## config.mk

```make
export PLATFORM = sky130hd
export DESIGN_NAME = burst_addr_seq
export DESIGN_NICKNAME = d
export VERILOG_FILES = /design/src/rtl/burst_seq_pkg.sv /design/src/rtl/burst_strobe_arb.sv /design/src/rtl/burst_beat_cnt.sv /design/src/rtl/burst_order_map.sv /design/src/rtl/burst_addr_seq.sv
export SDC_FILE = /design/constraint.sdc
export NUM_CORES = 1
export LEC_CHECK = 0
export BUFFER_PORTS_ARGS = -buffer_cell sky130_fd_sc_hd__buf_2
export CORE_AREA = 2 2 39 41
export DETAILED_ROUTE_END_ITERATION = 8
export DIE_AREA = 0 0 41 43
export PLACE_DENSITY = 0.56
export SYNTH_ARGS = -nofsm -noshare
export SYNTH_HDL_FRONTEND = slang
export SYNTH_SLANG_ARGS = --single-unit
export TNS_END_PERCENT = 1
```

## constraint.sdc

```tcl
create_clock -name clk -period 1.05 [get_ports clk]
set_clock_uncertainty 0.05 [all_clocks]
set_input_delay 0.1575 -clock clk [delete_from_list [all_inputs] [get_ports clk]]
set_output_delay 0.1575 -clock clk [all_outputs]
set_load 0.05 [all_outputs]
```

## src/rtl/burst_seq_pkg.sv

```systemverilog
// Package: shared types for the burst address sequencer.
// Assumes: burst length is 2**CNT_W beats, with CNT_W fixed at 2 by the top.
package burst_seq_pkg;

    // Burst order encoding, taken straight from the order select level
    typedef enum logic {
        ORDER_LINEAR     = 1'b0,
        ORDER_INTERLEAVE = 1'b1
    } burst_order_e;

    // Action decided for the coming clock edge
    typedef enum logic [1:0] {
        ACT_HOLD     = 2'd0,
        ACT_ADVANCE  = 2'd1,
        ACT_LOAD     = 2'd2,
        ACT_DESELECT = 2'd3
    } seq_act_e;

endpackage

```

## src/rtl/burst_strobe_arb.sv

```systemverilog
// Module: burst_strobe_arb
// Decides, from the two address strobes, the chip enables and the advance
// input, what the beat counter does at the next edge. The processor strobe
// counts only while the first chip enable is low. When it counts, it
// outranks the controller strobe. A counted strobe with the chip deselected
// ends the burst. Purely combinational.
module burst_strobe_arb
    import burst_seq_pkg::*;
(
    input  logic     proc_strobe_n,
    input  logic     ctrl_strobe_n,
    input  logic     adv_n,
    input  logic     ce1_n,
    input  logic     sel_rest,
    input  logic     live,
    output seq_act_e act,
    output logic     load_by_proc
);

    logic proc_take;
    logic ctrl_take;
    logic selected;

    // Qualify strobes: processor first, controller only when processor is idle
    always_comb begin
        proc_take = !proc_strobe_n && !ce1_n;
        ctrl_take = !ctrl_strobe_n && !proc_take;
        selected  = !ce1_n && sel_rest;
    end

    // Pick the action: strobes beat advance, advance beats hold
    always_comb begin
        act          = ACT_HOLD;
        load_by_proc = 1'b0;
        if (proc_take || ctrl_take) begin
            act          = selected ? ACT_LOAD : ACT_DESELECT;
            load_by_proc = proc_take && selected;
        end else if (live && !adv_n) begin
            act = ACT_ADVANCE;
        end
    end

endmodule

```

## src/rtl/burst_beat_cnt.sv

```systemverilog
// Module: burst_beat_cnt
// Holds the captured start bits, the wrapping beat index, the live flag and
// the start-source flag. Assumes the action input is already arbitrated.
// Synchronous active-low reset.
module burst_beat_cnt
    import burst_seq_pkg::*;
#(
    parameter int CNT_W = 2
) (
    input  logic             clk,
    input  logic             rst_n,
    input  seq_act_e         act,
    input  logic             load_by_proc,
    input  logic [CNT_W-1:0] low_addr,
    output logic [CNT_W-1:0] start_q,
    output logic [CNT_W-1:0] idx_q,
    output logic             live_q,
    output logic             by_proc_q
);

    localparam logic [CNT_W-1:0] IDX_ONE = CNT_W'(1);

    // Update the burst state once per edge according to the action
    always_ff @(posedge clk) begin
        if (!rst_n) begin
            start_q   <= '0;
            idx_q     <= '0;
            live_q    <= 1'b0;
            by_proc_q <= 1'b0;
        end else begin
            unique case (act)
                ACT_LOAD: begin
                    start_q   <= low_addr;
                    idx_q     <= '0;
                    live_q    <= 1'b1;
                    by_proc_q <= load_by_proc;
                end
                ACT_ADVANCE: idx_q <= idx_q + IDX_ONE;
                ACT_DESELECT: begin
                    live_q    <= 1'b0;
                    by_proc_q <= 1'b0;
                end
                default: ;
            endcase
        end
    end

endmodule

```

## src/rtl/burst_order_map.sv

```systemverilog
// Module: burst_order_map
// Maps start bits and beat index to the beat address. Linear order adds with
// wraparound, and interleaved order XORs bit by bit. Assumes the order select
// is a static level, so it is used without synchronisation. Combinational.
module burst_order_map
    import burst_seq_pkg::*;
#(
    parameter int CNT_W = 2
) (
    input  logic [CNT_W-1:0] start,
    input  logic [CNT_W-1:0] idx,
    input  logic             order_sel,
    output logic [CNT_W-1:0] beat_addr
);

    logic [CNT_W-1:0] lin_addr;
    logic [CNT_W-1:0] ilv_addr;

    // Interleaved sequence, one XOR per address bit
    for (genvar b = 0; b < CNT_W; b++) begin : g_ilv
        assign ilv_addr[b] = start[b] ^ idx[b];
    end

    // Linear sequence and final order selection
    always_comb begin
        lin_addr  = start + idx;
        beat_addr = (burst_order_e'(order_sel) == ORDER_INTERLEAVE) ? ilv_addr : lin_addr;
    end

endmodule

```

## src/rtl/burst_addr_seq.sv

```systemverilog
// Module: burst_addr_seq (top)
// Two-bit wraparound burst address sequencer with prioritised processor and
// controller strobes and a selectable linear or interleaved order. Assumes
// sel_rest already combines every chip enable other than the first.
module burst_addr_seq
    import burst_seq_pkg::*;
#(
    parameter int CNT_W = 2
) (
    input  logic             clk,
    input  logic             rst_n,
    input  logic             proc_strobe_n,
    input  logic             ctrl_strobe_n,
    input  logic             adv_n,
    input  logic             ce1_n,
    input  logic             sel_rest,
    input  logic [CNT_W-1:0] low_addr,
    input  logic             order_sel,
    output logic [CNT_W-1:0] beat_addr,
    output logic             burst_live,
    output logic             by_proc
);

    seq_act_e         act;
    logic             load_by_proc;
    logic [CNT_W-1:0] start_q;
    logic [CNT_W-1:0] idx_q;

    burst_strobe_arb i_arb (
        .proc_strobe_n (proc_strobe_n),
        .ctrl_strobe_n (ctrl_strobe_n),
        .adv_n         (adv_n),
        .ce1_n         (ce1_n),
        .sel_rest      (sel_rest),
        .live          (burst_live),
        .act           (act),
        .load_by_proc  (load_by_proc)
    );

    burst_beat_cnt #(.CNT_W(CNT_W)) i_cnt (
        .clk          (clk),
        .rst_n        (rst_n),
        .act          (act),
        .load_by_proc (load_by_proc),
        .low_addr     (low_addr),
        .start_q      (start_q),
        .idx_q        (idx_q),
        .live_q       (burst_live),
        .by_proc_q    (by_proc)
    );

    burst_order_map #(.CNT_W(CNT_W)) i_map (
        .start     (start_q),
        .idx       (idx_q),
        .order_sel (order_sel),
        .beat_addr (beat_addr)
    );

endmodule

```

==> summary by stage, run 1 <==
Setup path
The worst endpoint required time is 0.84 ns. The critical path data arrival time is 1.20 ns. For this run, the slowest stage of the critical path takes 0.36 ns. Walking the worst path, the cells encountered are ha_4, nor2b_4, xnor2_4, buf_6. The biggest fanout along the worst timing path is 2. The worst setup slack for register-to-register paths is 0 ns. Together, buffers and inverters on the worst path number 1. The critical path start-end classification is reg2out. The worst setup path is captured at an output pin.

The startpoint class of the critical path is a register. The kind of cell with the highest combined delay along the critical path is flip-flops. The slowest library cell on the worst path is sky130_fd_sc_hd__dfxtp_4.

STA
Derived from the worst setup path, the maximum achievable clock frequency is 711 MHz. Setup violations remaining at the end of the flow were counted as 3. The number of hold violations in the final report is 0. After layout, the worst setup slack is -0.356 ns. Setup repair after global routing could not meet its margin everywhere. The final count of pins violating max slew is 0. For the finished layout, the period the worst path requires is 1.41 ns. The actual transition at the worst max-transition pin is 0.268 ns. Of the available clock period, the critical path in the final layout requires 1.34. The headroom to the max-slew limit is 0.820.

Floorplan
The initial utilization of the core area, before any placement, comes to 0.228. Measured along the x axis, the die boundary spans 41 um. The core region is 0.00138 mm^2. The die covers 0.00176 mm^2. The count of boundary I/O pins is 14.

In this run the vertical extent of the chip is 43 um. The total number of placement rows is 14.

Job
Across the run, the number of max-cap violations was 0.

Drt
The number of detailed-routing iterations run before antenna repair is 2. In this run the top signal layer used is met4. The DRC violations left is 0. In the routed layout, each cell is associated on average with a via count of 4.75. After detailed routing, the wire length on met1 is 285 um. The detailed-route wire length per cell is 10.6 um. The routed length on met2 is 407 um. For this block, the routed nets add up to 755 um of wire. The via count is 337. The detailed router's first-iteration violation count is 1. The detailed route wirelength on metal3 is 54 um. Once detail routing completed, the nets flagged for antenna violations numbered 0.

Yosys
After synthesis, the cell types taking the most area are sky130_fd_sc_hd__dfxtp_1, sky130_fd_sc_hd__or3b_1, sky130_fd_sc_hd__xnor2_1. The most numerous cell in the Yosys netlist is sky130_fd_sc_hd__dfxtp_1. The yosys synthesis warning count is 0. The count of flip-flops with a built-in enable after synthesis is 0. The number of distinct library cell variants in the gate-level netlist after synthesis is 21. The summed instance area of the synthesized netlist is 315 um^2.

The top-area cell type share of the netlist area is 0.381. The synthesized area divided by synthesized cell count is 9.85 um^2. The number of synthesized register bits is 6. The gate count after technology mapping is 32. Of the synthesized area, sequential elements account for 0.381. Counting instances in the post-synthesis netlist gives the leading cell types as sky130_fd_sc_hd__dfxtp_1, sky130_fd_sc_hd__a21oi_1. The fraction of registers with async set or reset after synthesis is 0. The synthesized net count is 43. Among all flip-flop cells after synthesis, the most frequent one is sky130_fd_sc_hd__dfxtp_1. The largest area contributor in the synthesized netlist is sky130_fd_sc_hd__dfxtp_1.

Layout
The fill cell instance count of the final layout is 144. In the final design database the tool counted 67 nets. Relative to the synthesized area, the layout overhead comes to 76.6%.

After routing the design area is 557 um^2. The proportion of layout cells with a drive suffix above 1 is 0.636. The number of diodes is 0.

Global routing
The number of antenna violations at the first check in global routing is 0. The total global routing overflow is 0. The pin count of the biggest net entering global routing is 6. In the global route stage, overall resource usage came out at 0.103. The first-pass GRT wire length is 1.18 mm. The via count of the first global-routing pass was 326.

Power
Of the total power, the share spent switching nets is 0.269. Summed over all cells, the static leakage comes to 0.000230 uW. Dividing total power by cell area gives a power density of 1070 mW/mm^2. The sequential share of power is 0.399. The worst-case vdd ir drop is 0.000860 V. The cell internal power dissipation is 437 uW. Of the total power, the clock network draws 0.389. The portion of total power attributed to combinational logic is 0.211. The net switching power is 161 uW.

Clock tree
The maximum count of clock buffers along a single path is 2. In this run, CTS created clock tree buffers numbering 3. The total clock sinks is 6. Clock-pin slew was measured on the worst setup and hold paths at 0.05 ns. The post-CTS setup repair buffer count is 0.

The clock tree from TritonCTS is yes. At the later pin of the worst-skew pair, clock insertion delay measures 0.25 ns. In this run the clock root is driven by a sky130_fd_sc_hd__clkbuf_4. CTS built an H-tree with a depth of 1. The hold-fix buffer count after cts is 0.

Place
The weighted congestion at the end of routability-driven global placement is 0.638. The total of buffers placed on input and output ports is 13. At the placement stage, the worst setup path has a slack of -0.238 ns. Detailed placement finished with a half-perimeter wire length of 571 um. The placed standard-cell area is 488 um^2.

Status
The run finished, with violations left. The checks that failed: setup timing.

Hold path
The tightest min-delay check is of the in2reg type.
-- power groups by stage --
stage                     clock network, uW  registers (uW)  logic, uW
after detailed placement                  0             243        114
final                                   233             239        126
after floorplan                           0             254       52.9
after CTS                               241             241        126
after global placement                    0             243        114
after global routing                    257             240        135
-- path summary, 6_finish.rpt --
check                        from               to  depth (start not counted)
setup / recovery   i_cnt.idx_q[0]     beat_addr[1]                          4
hold reg to reg   i_cnt.by_proc_q  i_cnt.by_proc_q                          2
setup reg to reg   i_cnt.idx_q[0]   i_cnt.idx_q[1]                          3
hold / removal              rst_n   i_cnt.idx_q[0]                          2
-- flip-flops by register name (all words and copies together) (netlist names) --
signal           flops
i_cnt.by_proc_q      1
i_cnt.live_q         1
i_cnt.idx_q          2
i_cnt.start_q        2
-- timing repair --
action / in CTS / in global routing
gates resized for setup: 9 / 2
pin swaps: 2 / 0
endpoints found under the setup margin: 5 / 5
-- metal layers --
metal  global-route usage  up-vias
met5                    0        -
met4               0.0400        0
met3               0.0628        2
met2                0.166       13
met1                0.101      155
li1                     -      167
-- cell usage in the layout (no fill, tap or decap), types with 2 or more instances in the layout --
cell type / instances
sky130_fd_sc_hd__buf_2: 9
sky130_fd_sc_hd__buf_4: 7
sky130_fd_sc_hd__clkbuf_4: 4
sky130_fd_sc_hd__a21oi_1: 3
sky130_fd_sc_hd__dfxtp_1: 3
sky130_fd_sc_hd__or3b_1: 2
sky130_fd_sc_hd__o21ai_0: 2
sky130_fd_sc_hd__nor2_1: 2
sky130_fd_sc_hd__dfxtp_4: 2
-- cell families after synthesis --
group	count (synthesis)	synth area share
compound gates	12	0.286
simple gates	10	0.226
flops	6	0.381
xor+xnor	2	0.0556
buf+inv	1	0.0119
fa+ha+maj	1	0.0397
-- metrics by stage --
step | TNS [ns] | power, uW | hold slack, ns | instances | utilization
after floorplan | -0.303 | 307 | 0.244 | 32 | -
after global placement | -0.346 | 357 | 0.384 | 67 | 0.353
after detailed placement | -0.354 | 357 | 0.383 | 67 | 0.353
after CTS | -0.510 | 608 | 0.122 | 71 | 0.399
after global routing | -0.664 | 632 | 0.130 | 71 | 0.402
final | -0.521 | 598 | 0.127 | 71 | 0.402
-- cell type report --
class                   instances  area (um^2)  area share
well taps                      16         20.0      0.0360
multi-input cells              25          246       0.443
clock buffers                   4         26.3      0.0472
repair buffers                 19          131       0.236
inverters                       1         3.75     0.00674
flip-flops and latches          6          129       0.231
(Power assumes the default switching activity.)
==> run 2, diff against run 1 <==
--- a/config.mk
+++ b/config.mk
@@ -5,11 +5,12 @@
 export SDC_FILE = /design/constraint.sdc
 export NUM_CORES = 1
 export LEC_CHECK = 0
+export ABC_AREA = 1
 export BUFFER_PORTS_ARGS = -buffer_cell sky130_fd_sc_hd__buf_2
 export CORE_AREA = 2 2 39 41
 export DETAILED_ROUTE_END_ITERATION = 8
 export DIE_AREA = 0 0 41 43
-export PLACE_DENSITY = 0.56
+export PLACE_DENSITY = 0.57
 export SYNTH_ARGS = -nofsm -noshare
 export SYNTH_HDL_FRONTEND = slang
 export SYNTH_SLANG_ARGS = --single-unit
==> run 2 against run 1 <==
Effect of this change:
- core utilization decreased by 4.5 points
- register-to-register slack improved by 0.09 ns
- via count decreased by 5.0%
- largest power group unchanged
- sequential share of layout area increased by 1.9 points
- synthesized cell count increased by 34%
- clock-buffer cell count decreased by 1
- die area unchanged
- clock power decreased by 7%
- critical path type unchanged
- the flow still finishes with violations (setup timing)
- cell count increased by 8.5%
- first-iteration DRC count increased to 8.0 times the previous value
- worst setup slack improved by 0.0072 ns
==> summary by stage, run 2 <==
Status
Run status: complete, but fails checks (unchanged). Failing checks: setup timing (unchanged).

Clock tree
The total clock buffers created by CTS was 3 (unchanged). The total clock sinks came to 6 (unchanged). The clock latency reported for the late side of the worst-skew pair is 0.25 ns (about the same). The count of H-tree levels built during CTS came to 1 (unchanged). The clock root buffer is sky130_fd_sc_hd__clkbuf_4 (unchanged). The post-CTS setup repair buffer count is 0 (unchanged). The clock tree from TritonCTS was yes (unchanged).

The maximum count of clock buffers along a single path is 2 (unchanged). The clock transition time at the flip-flop clock pins of the worst setup and hold paths is 0.04 ns (was 0.05 ns).

Layout
Most frequent cells in the layout: sky130_fd_sc_hd__buf_2, sky130_fd_sc_hd__inv_2, sky130_fd_sc_hd__clkbuf_4 (was sky130_fd_sc_hd__buf_2, sky130_fd_sc_hd__buf_4, sky130_fd_sc_hd__clkbuf_4). The post-route core utilization is 0.357 (was 0.402). The synthesis-to-layout area growth is 50.8% (was 76.6%). The most frequent standard cell in the layout excluding fill and tap cells is sky130_fd_sc_hd__buf_2 (unchanged). The proportion of layout cells with a drive suffix above 1 is 0.574 (was 0.636). The number of diodes came to 0 (unchanged). Largest registers: i_cnt.idx_q: 2 flops, i_cnt.start_q: 2 flops (unchanged). The net total in the final layout was 74 (was 67).

Floorplan
The die span in y came to 43 um (unchanged). The area of the placeable core is 0.00138 mm^2 (unchanged). The horizontal die dimension came to 41 um (unchanged). The total number of placement rows is 14 (unchanged). The count of boundary I/O pins is 14 (unchanged). The starting density of the core is 0.237 (was 0.228). The die outline area was 0.00176 mm^2 (unchanged).

Setup path
The peak per-stage delay on the critical path is 0.34 ns (was 0.36 ns). The slowest library cell on the worst path is sky130_fd_sc_hd__dfxtp_2 (was sky130_fd_sc_hd__dfxtp_4). The critical path start-end classification is reg2out (unchanged). The startpoint class of the critical path is a register (unchanged). The cell family contributing the most delay on the critical path is flip-flops (unchanged). The source of the worst register-to-register timing path is i_cnt.idx_q[0] (unchanged). The worst reg2reg path endpoint is i_cnt.idx_q[1] (unchanged). The biggest fanout along the worst timing path was 2 (unchanged). The count of buffer and inverter cells on the critical path is 3 (was 1). The critical path data arrival time was 1.19 ns (was 1.20 ns). The worst reg-to-reg path cell count is 4 (was 3).

The cell that appears most often on the critical path is sky130_fd_sc_hd__inv_2. The launching instance or port of the critical path is i_cnt.idx_q[0] (unchanged). Critical Path, Cell by Cell: ha_4, inv_2, nor2_2, xor2_1, inv_2, buf_8 (was ha_4, nor2b_4, xnor2_4, buf_6). The worst setup slack for register-to-register paths is 0.09 ns (was 0 ns). The worst endpoint required time is 0.84 ns (about the same). The kind of capture point of the worst setup path is an output pin (unchanged). The logic depth of the worst setup path including buffers is 6 (was 4). The termination of the worst setup path is beat_addr[1] (unchanged).

Drt
The DRC violations left was 0 (unchanged). The number of detailed-routing iterations run before antenna repair came to 2 (unchanged). The via count is 320 (was 337). The number of nets still failing antenna checks after routing is 0 (unchanged). The detailed-route wire length per cell is 8.57 um (was 10.6 um). The vias per cell was 4.16 (was 4.75). The total wire length after detailed routing was 660 um (was 755 um). The detailed router's first-iteration violation count is 8 (was 1).

STA
The fraction of the cycle the final worst path needs is 1.33 (was 1.34). The headroom to the max-slew limit is 0.897 (was 0.820). The total setup violations reported at the end of the flow came to 2 (was 3). The final worst setup slack is -0.349 ns (was -0.356 ns). The final hold slack is 0.0934 ns (was 0.127 ns). The actual transition at the worst max-transition pin is 0.153 ns (was 0.268 ns). The achievable frequency is 715 MHz (was 711 MHz). RSZ-0062 raised after global routing: yes (unchanged).

The clock period minus worst slack is 1.40 ns (was 1.41 ns). The final count of pins violating max slew is 0 (unchanged). The number of hold violations in the final report is 0 (unchanged). The setup TNS is -0.481 ns (was -0.521 ns).

Yosys
The summed instance area of the synthesized netlist was 328 um^2 (was 315 um^2). The number of synthesized register bits is 6 (unchanged). The gate count after technology mapping is 43 (was 32). Area contributors post-synth: sky130_fd_sc_hd__dfxtp_1, sky130_fd_sc_hd__nand2_4, sky130_fd_sc_hd__nand3_1 (was sky130_fd_sc_hd__dfxtp_1, sky130_fd_sc_hd__or3b_1, sky130_fd_sc_hd__xnor2_1). The yosys synthesis warning count is 0 (unchanged).

The number of distinct library cell variants in the gate-level netlist after synthesis is 15 (was 21). The count of flip-flops with a built-in enable after synthesis was 0 (unchanged). The sequential fraction of the synthesis area came to 0.366 (was 0.381). The fraction of registers with async set or reset after synthesis is 0 (unchanged). The synthesized area divided by synthesized cell count is 7.62 um^2 (was 9.85 um^2).

Most frequent cells after synthesis: sky130_fd_sc_hd__dfxtp_1, sky130_fd_sc_hd__inv_2, sky130_fd_sc_hd__nor2_1 (was sky130_fd_sc_hd__dfxtp_1, sky130_fd_sc_hd__a21oi_1). The top-area cell type share of the netlist area came to 0.366 (was 0.381). The most numerous cell in the Yosys netlist is sky130_fd_sc_hd__dfxtp_1 (unchanged). The synthesized net count was 54 (was 43). The largest area contributor in the synthesized netlist is sky130_fd_sc_hd__dfxtp_1 (unchanged). The predominant post-synthesis flop cell is sky130_fd_sc_hd__dfxtp_1 (unchanged).

Place
The weighted congestion at the end of routability-driven global placement is 0.750 (was 0.638). The total of buffers placed on input and output ports is 13 (unchanged). The post-detailed-placement half-perimeter wirelength was 498 um (was 571 um).

Power
The ratio of total power to cell area came to 1180 mW/mm^2 (was 1070 mW/mm^2). The worst-case vdd ir drop is 0.000705 V (was 0.000860 V). The leakage power summed over all cells is 0.000241 uW (was 0.000230 uW). The total power after layout came to 585 uW (was 598 uW).

Global routing
The first-pass GRT wire length is 1.08 mm (was 1.18 mm). The total global routing overflow is 0 (unchanged). The number of antenna violations at the first check in global routing is 0 (unchanged). The pin count of the biggest net entering global routing is 7 (was 6).

The total routing usage reported by global routing is 0.0935 (was 0.103). The via count of the first global-routing pass is 273 (was 326).

Job
The max-cap check violation count was 0 (unchanged).

Hold path
The path category of the worst min-delay check is in2reg (unchanged).
[run 2: cell types whose count changed in the layout (fill, tap and decap cells not counted), moves of 3 or more]
cell                      before  now
sky130_fd_sc_hd__buf_4         7    2
sky130_fd_sc_hd__inv_2         0    7
sky130_fd_sc_hd__nand2_1       1    4
sky130_fd_sc_hd__nand2_4       0    3
sky130_fd_sc_hd__nand3_1       0    4
[run 2: kinds of logic (layout without fill, tap and decap cells)]
| logic type | after synthesis | in the layout | synth area share |
|---|---|---|---|
| buffers and inverters | 9 | 27 | 0.103 |
| adder cells (fa/ha/maj) | 1 | 1 | 0.0382 |
| AO/OA/AOI/OAI | 6 | 6 | 0.103 |
| XOR/XNOR | 3 | 3 | 0.0802 |
| AND/OR/NAND/NOR | 18 | 18 | 0.309 |
| flip-flops | 6 | 6 | 0.366 |
[run 2: layer usage]
metal | routed length (um) | vias to the layer above | track usage
met5 | 0 | - | 0
met4 | 10 | 0 | 0.0600
li1 | - | 171 | -
met3 | 46 | 2 | 0.0471
met2 | 291 | 10 | 0.113
met1 | 311 | 137 | 0.126
[run 2: power by group]
| part | switching, uW | total, uW | internal (uW) |
|---|---|---|---|
| clock network | 87.4 | 217 | 130 |
| registers | 6.08 | 244 | 238 |
| logic | 73.6 | 124 | 50.4 |
[run 2: worst min path at each step]
stage / endpoint / depth (start not counted) / start / slack (ns)
floorplan: i_cnt.start_q[0] / 2 / rst_n / 0.25
global placement: i_cnt.start_q[1] / 3 / low_addr[1] / 0.34
detailed placement: i_cnt.start_q[1] / 3 / low_addr[1] / 0.35
CTS: i_cnt.start_q[1] / 3 / low_addr[1] / 0.09
global route: i_cnt.start_q[1] / 3 / low_addr[1] / 0.11
finish: i_cnt.start_q[1] / 3 / low_addr[1] / 0.09
[run 2: area by class of cell]
class	instances	area (um^2)
repair buffers	15	105
flip-flops and latches	6	124
multi-input cells	28	189
fillers	146	890
inverters	9	33.8
clock buffers	3	22.5
well taps	16	20.0
[run 2: repair_timing]
action,in CTS,in global routing
pin swaps,2,2
setup endpoints to repair,2,4
hold buffers,0,0
gates resized for setup,10,2
[run 2: metrics by stage]
step           instance area (um^2)  worst slack (ns)  instances
3_3_place_gp                    433            -0.148         74
3_5_place_dp                    433            -0.175         74
4_1_cts                         489            -0.380         77
6_report                        494            -0.349         77
5_1_grt                         494            -0.423         77
2_1_floorplan                   333           -0.0741         43
[run 2: worst reg2reg max path: cells and delay by family, from the launching register on]
family	cells	cell delay [ns]
xor gates and xnor gates	1	0.15
AOI/OAI and AO/OA	1	0.13
and+or+nand+nor	1	0.10
DFF	1	0.34
buffers and inverters	1	0.13
==> run 3, diff against run 2 <==
--- a/config.mk
+++ b/config.mk
@@ -10,7 +10,8 @@
 export CORE_AREA = 2 2 39 41
 export DETAILED_ROUTE_END_ITERATION = 8
 export DIE_AREA = 0 0 41 43
-export PLACE_DENSITY = 0.57
+export PLACE_DENSITY = 0.44
+export SETUP_SLACK_MARGIN = 0.02
 export SYNTH_ARGS = -nofsm -noshare
 export SYNTH_HDL_FRONTEND = slang
 export SYNTH_SLANG_ARGS = --single-unit
==> run 3 against run 2 <==
Effect of this change:
- the run still ends with setup timing left
- die area did not move
- wire length grew 0.45%
- first-iteration DRC count fell by 25%
- clock-buffer cell count did not move
- sequential share of layout area fell by 0.38 points
- sequential power barely moved
- global-route usage rose by 1.0 points
- largest power group unchanged
==> summary by stage, run 3 (same netlist as run 2, synthesis figures left out) <==
Clock tree
The clock root buffer is sky130_fd_sc_hd__clkbuf_4 (unchanged). The clock transition time at the flip-flop clock pins of the worst setup and hold paths was 0.05 ns (was 0.04 ns). The total clock buffers created by CTS is 3 (unchanged). The count of H-tree levels built during CTS was 1 (unchanged). The total clock sinks is 6 (unchanged). The clock tree from TritonCTS is yes (unchanged). The clock latency reported for the late side of the worst-skew pair came to 0.25 ns (about the same).

The maximum count of clock buffers along a single path is 2 (unchanged).

Drt
The via count is 327 (was 320). The number of nets still failing antenna checks after routing is 0 (unchanged). The detailed-route wire length per cell is 8.50 um (was 8.57 um).

The number of detailed-routing iterations run before antenna repair is 2 (unchanged). The total wire length after detailed routing is 663 um (was 660 um). The detailed router's first-iteration violation count is 6 (was 8). The vias per cell is 4.19 (was 4.16).

The DRC violations left is 0 (unchanged).

STA
The final count of pins violating max slew is 0 (unchanged). The number of hold violations in the final report is 0 (unchanged). The total setup violations reported at the end of the flow came to 2 (unchanged).

The fraction of the cycle the final worst path needs is 1.36 (was 1.33). The achievable frequency was 702 MHz (was 715 MHz). The final worst setup slack is -0.375 ns (was -0.349 ns). RSZ-0062 raised after global routing: yes (unchanged). The headroom to the max-slew limit is 0.892 (was 0.897). The setup TNS is -0.513 ns (was -0.481 ns). The final hold slack is 0.0878 ns (was 0.0934 ns). The clock period minus worst slack is 1.43 ns (was 1.40 ns). The actual transition at the worst max-transition pin is 0.161 ns (was 0.153 ns).

Floorplan
The horizontal die dimension came to 41 um (unchanged). The total number of placement rows was 14 (unchanged). The die outline area is 0.00176 mm^2 (unchanged).

The starting density of the core is 0.237 (unchanged). The area of the placeable core is 0.00138 mm^2 (unchanged). The count of boundary I/O pins is 14 (unchanged).

The die span in y came to 43 um (unchanged).

Place
The post-detailed-placement half-perimeter wirelength is 512 um (was 498 um). The cell count after placement was 74 (unchanged). The placed standard-cell area is 433 um^2 (unchanged). The total of buffers placed on input and output ports is 13 (unchanged). The weighted congestion at the end of routability-driven global placement is 0.700 (was 0.750).

Setup path
The peak per-stage delay on the critical path came to 0.35 ns (was 0.34 ns). The cell family contributing the most delay on the critical path is flip-flops (unchanged). The worst setup slack for register-to-register paths is 0 ns (was 0.09 ns). The critical path data arrival time is 1.22 ns (was 1.19 ns). The termination of the worst setup path is beat_addr[1] (unchanged). The source of the worst register-to-register timing path is i_cnt.idx_q[0] (unchanged). The cell seen most often among critical-path stages is sky130_fd_sc_hd__inv_2 (unchanged).

The logic depth of the worst setup path including buffers was 6 (unchanged). The slowest library cell on the worst path is sky130_fd_sc_hd__dfxtp_2 (unchanged). The worst endpoint required time is 0.84 ns (about the same). The worst reg-to-reg path cell count was 5 (was 4). The biggest fanout along the worst timing path came to 2 (unchanged). The launching instance or port of the critical path is i_cnt.start_q[0] (was i_cnt.idx_q[0]).

Critical Path, Cell by Cell: ha_4, inv_2, nor2_2, xor2_1, inv_2, buf_8 (unchanged). The worst reg2reg path endpoint is i_cnt.idx_q[1] (unchanged). The count of buffer and inverter cells on the critical path is 3 (unchanged). The kind of capture point of the worst setup path was an output pin (unchanged).

The startpoint class of the critical path is a register (unchanged). The critical path start-end classification is reg2out (unchanged).

Global routing
The total routing usage reported by global routing came to 0.104 (was 0.0935). The pin count of the biggest net entering global routing is 7 (unchanged). The first-pass GRT wire length is 1.18 mm (was 1.08 mm). The number of antenna violations at the first check in global routing is 0 (unchanged). The via count of the first global-routing pass is 316 (was 273). The total global routing overflow is 0 (unchanged).

Layout
The synthesis-to-layout area growth is 53.1% (was 50.8%). Largest registers: i_cnt.idx_q: 2 flops, i_cnt.start_q: 2 flops (unchanged). The number of diodes is 0 (unchanged).

The most frequent standard cell in the layout excluding fill and tap cells is sky130_fd_sc_hd__buf_2 (unchanged). The final cell area excluding filler cells is 502 um^2 (was 494 um^2). Most frequent cells in the layout: sky130_fd_sc_hd__buf_2, sky130_fd_sc_hd__inv_2, sky130_fd_sc_hd__buf_4 (was sky130_fd_sc_hd__buf_2, sky130_fd_sc_hd__inv_2, sky130_fd_sc_hd__clkbuf_4). The non-filler instance count after layout is 78 (was 77). The net total in the final layout is 75 (was 74). The proportion of layout cells with a drive suffix above 1 is 0.581 (was 0.574).

Hold path
The beginning of the worst hold path is low_addr[0] (was low_addr[1]). The path category of the worst min-delay check is in2reg (unchanged).

Power
The ratio of total power to cell area is 1170 mW/mm^2 (was 1180 mW/mm^2). The worst-case vdd ir drop is 0.000634 V (was 0.000705 V). The leakage power summed over all cells was 0.000248 uW (was 0.000241 uW).

Status
Failing checks: setup timing (unchanged). Run status: complete, but fails checks (unchanged).

Job
The max-cap check violation count is 0 (unchanged).
## run 3: metrics by stage
step	setup slack (ns)	total power [uW]	util
final	-0.375	589	0.363
after global routing	-0.448	626	0.363
after CTS	-0.408	597	0.363
after detailed placement	-0.200	354	0.313
after global placement	-0.167	354	0.313
after floorplan	-0.0741	322	-
## run 3: cell type report
type | instances | area [um^2]
fillers | 153 | 882
clock buffers | 3 | 22.5
inverters | 9 | 33.8
well taps | 16 | 20.0
multi-input cells | 28 | 189
repair buffers | 16 | 113
flip-flops and latches | 6 | 124
## run 3: repair_timing
item	in CTS	in global routing
endpoints found under the setup margin	4	4
resized for setup	12	0
gates cloned	0	0
setup buffers	1	0
hold buffers	0	0
pin swaps	2	2
## run 3: how the worst min path moves through the flow
stage	to	slack, ns	cells after the start
after floorplan	i_cnt.start_q[0]	0.25	2
after global placement	i_cnt.start_q[0]	0.34	3
after detailed placement	i_cnt.start_q[0]	0.35	3
after CTS	i_cnt.start_q[0]	0.09	3
after global routing	i_cnt.start_q[0]	0.11	3
final	i_cnt.start_q[0]	0.09	3
## run 3: where the power goes
| group | internal, uW | switching, uW | leakage, uW | total (uW) |
|---|---|---|---|---|
| sequential | 238 | 6.67 | 0.0000502 | 244 |
| clock | 130 | 89.7 | 0.0000138 | 219 |
| combinational | 51.3 | 73.5 | 0.000184 | 125 |
## run 3: tightest hold or removal path, stage by stage
cell and delay (ns):
sky130_fd_sc_hd__buf_2 0.07, sky130_fd_sc_hd__o21ai_1 0.05, sky130_fd_sc_hd__nor2_1 0.07
## run 3: metal layers
layer / vias up / global-route usage / wire length [um]
li1: 172 / - / -
met5: - / 0 / 0
met1: 144 / 0.113 / 295
met2: 11 / 0.147 / 330
met3: 0 / 0.0785 / 36
met4: 0 / 0.0400 / 0
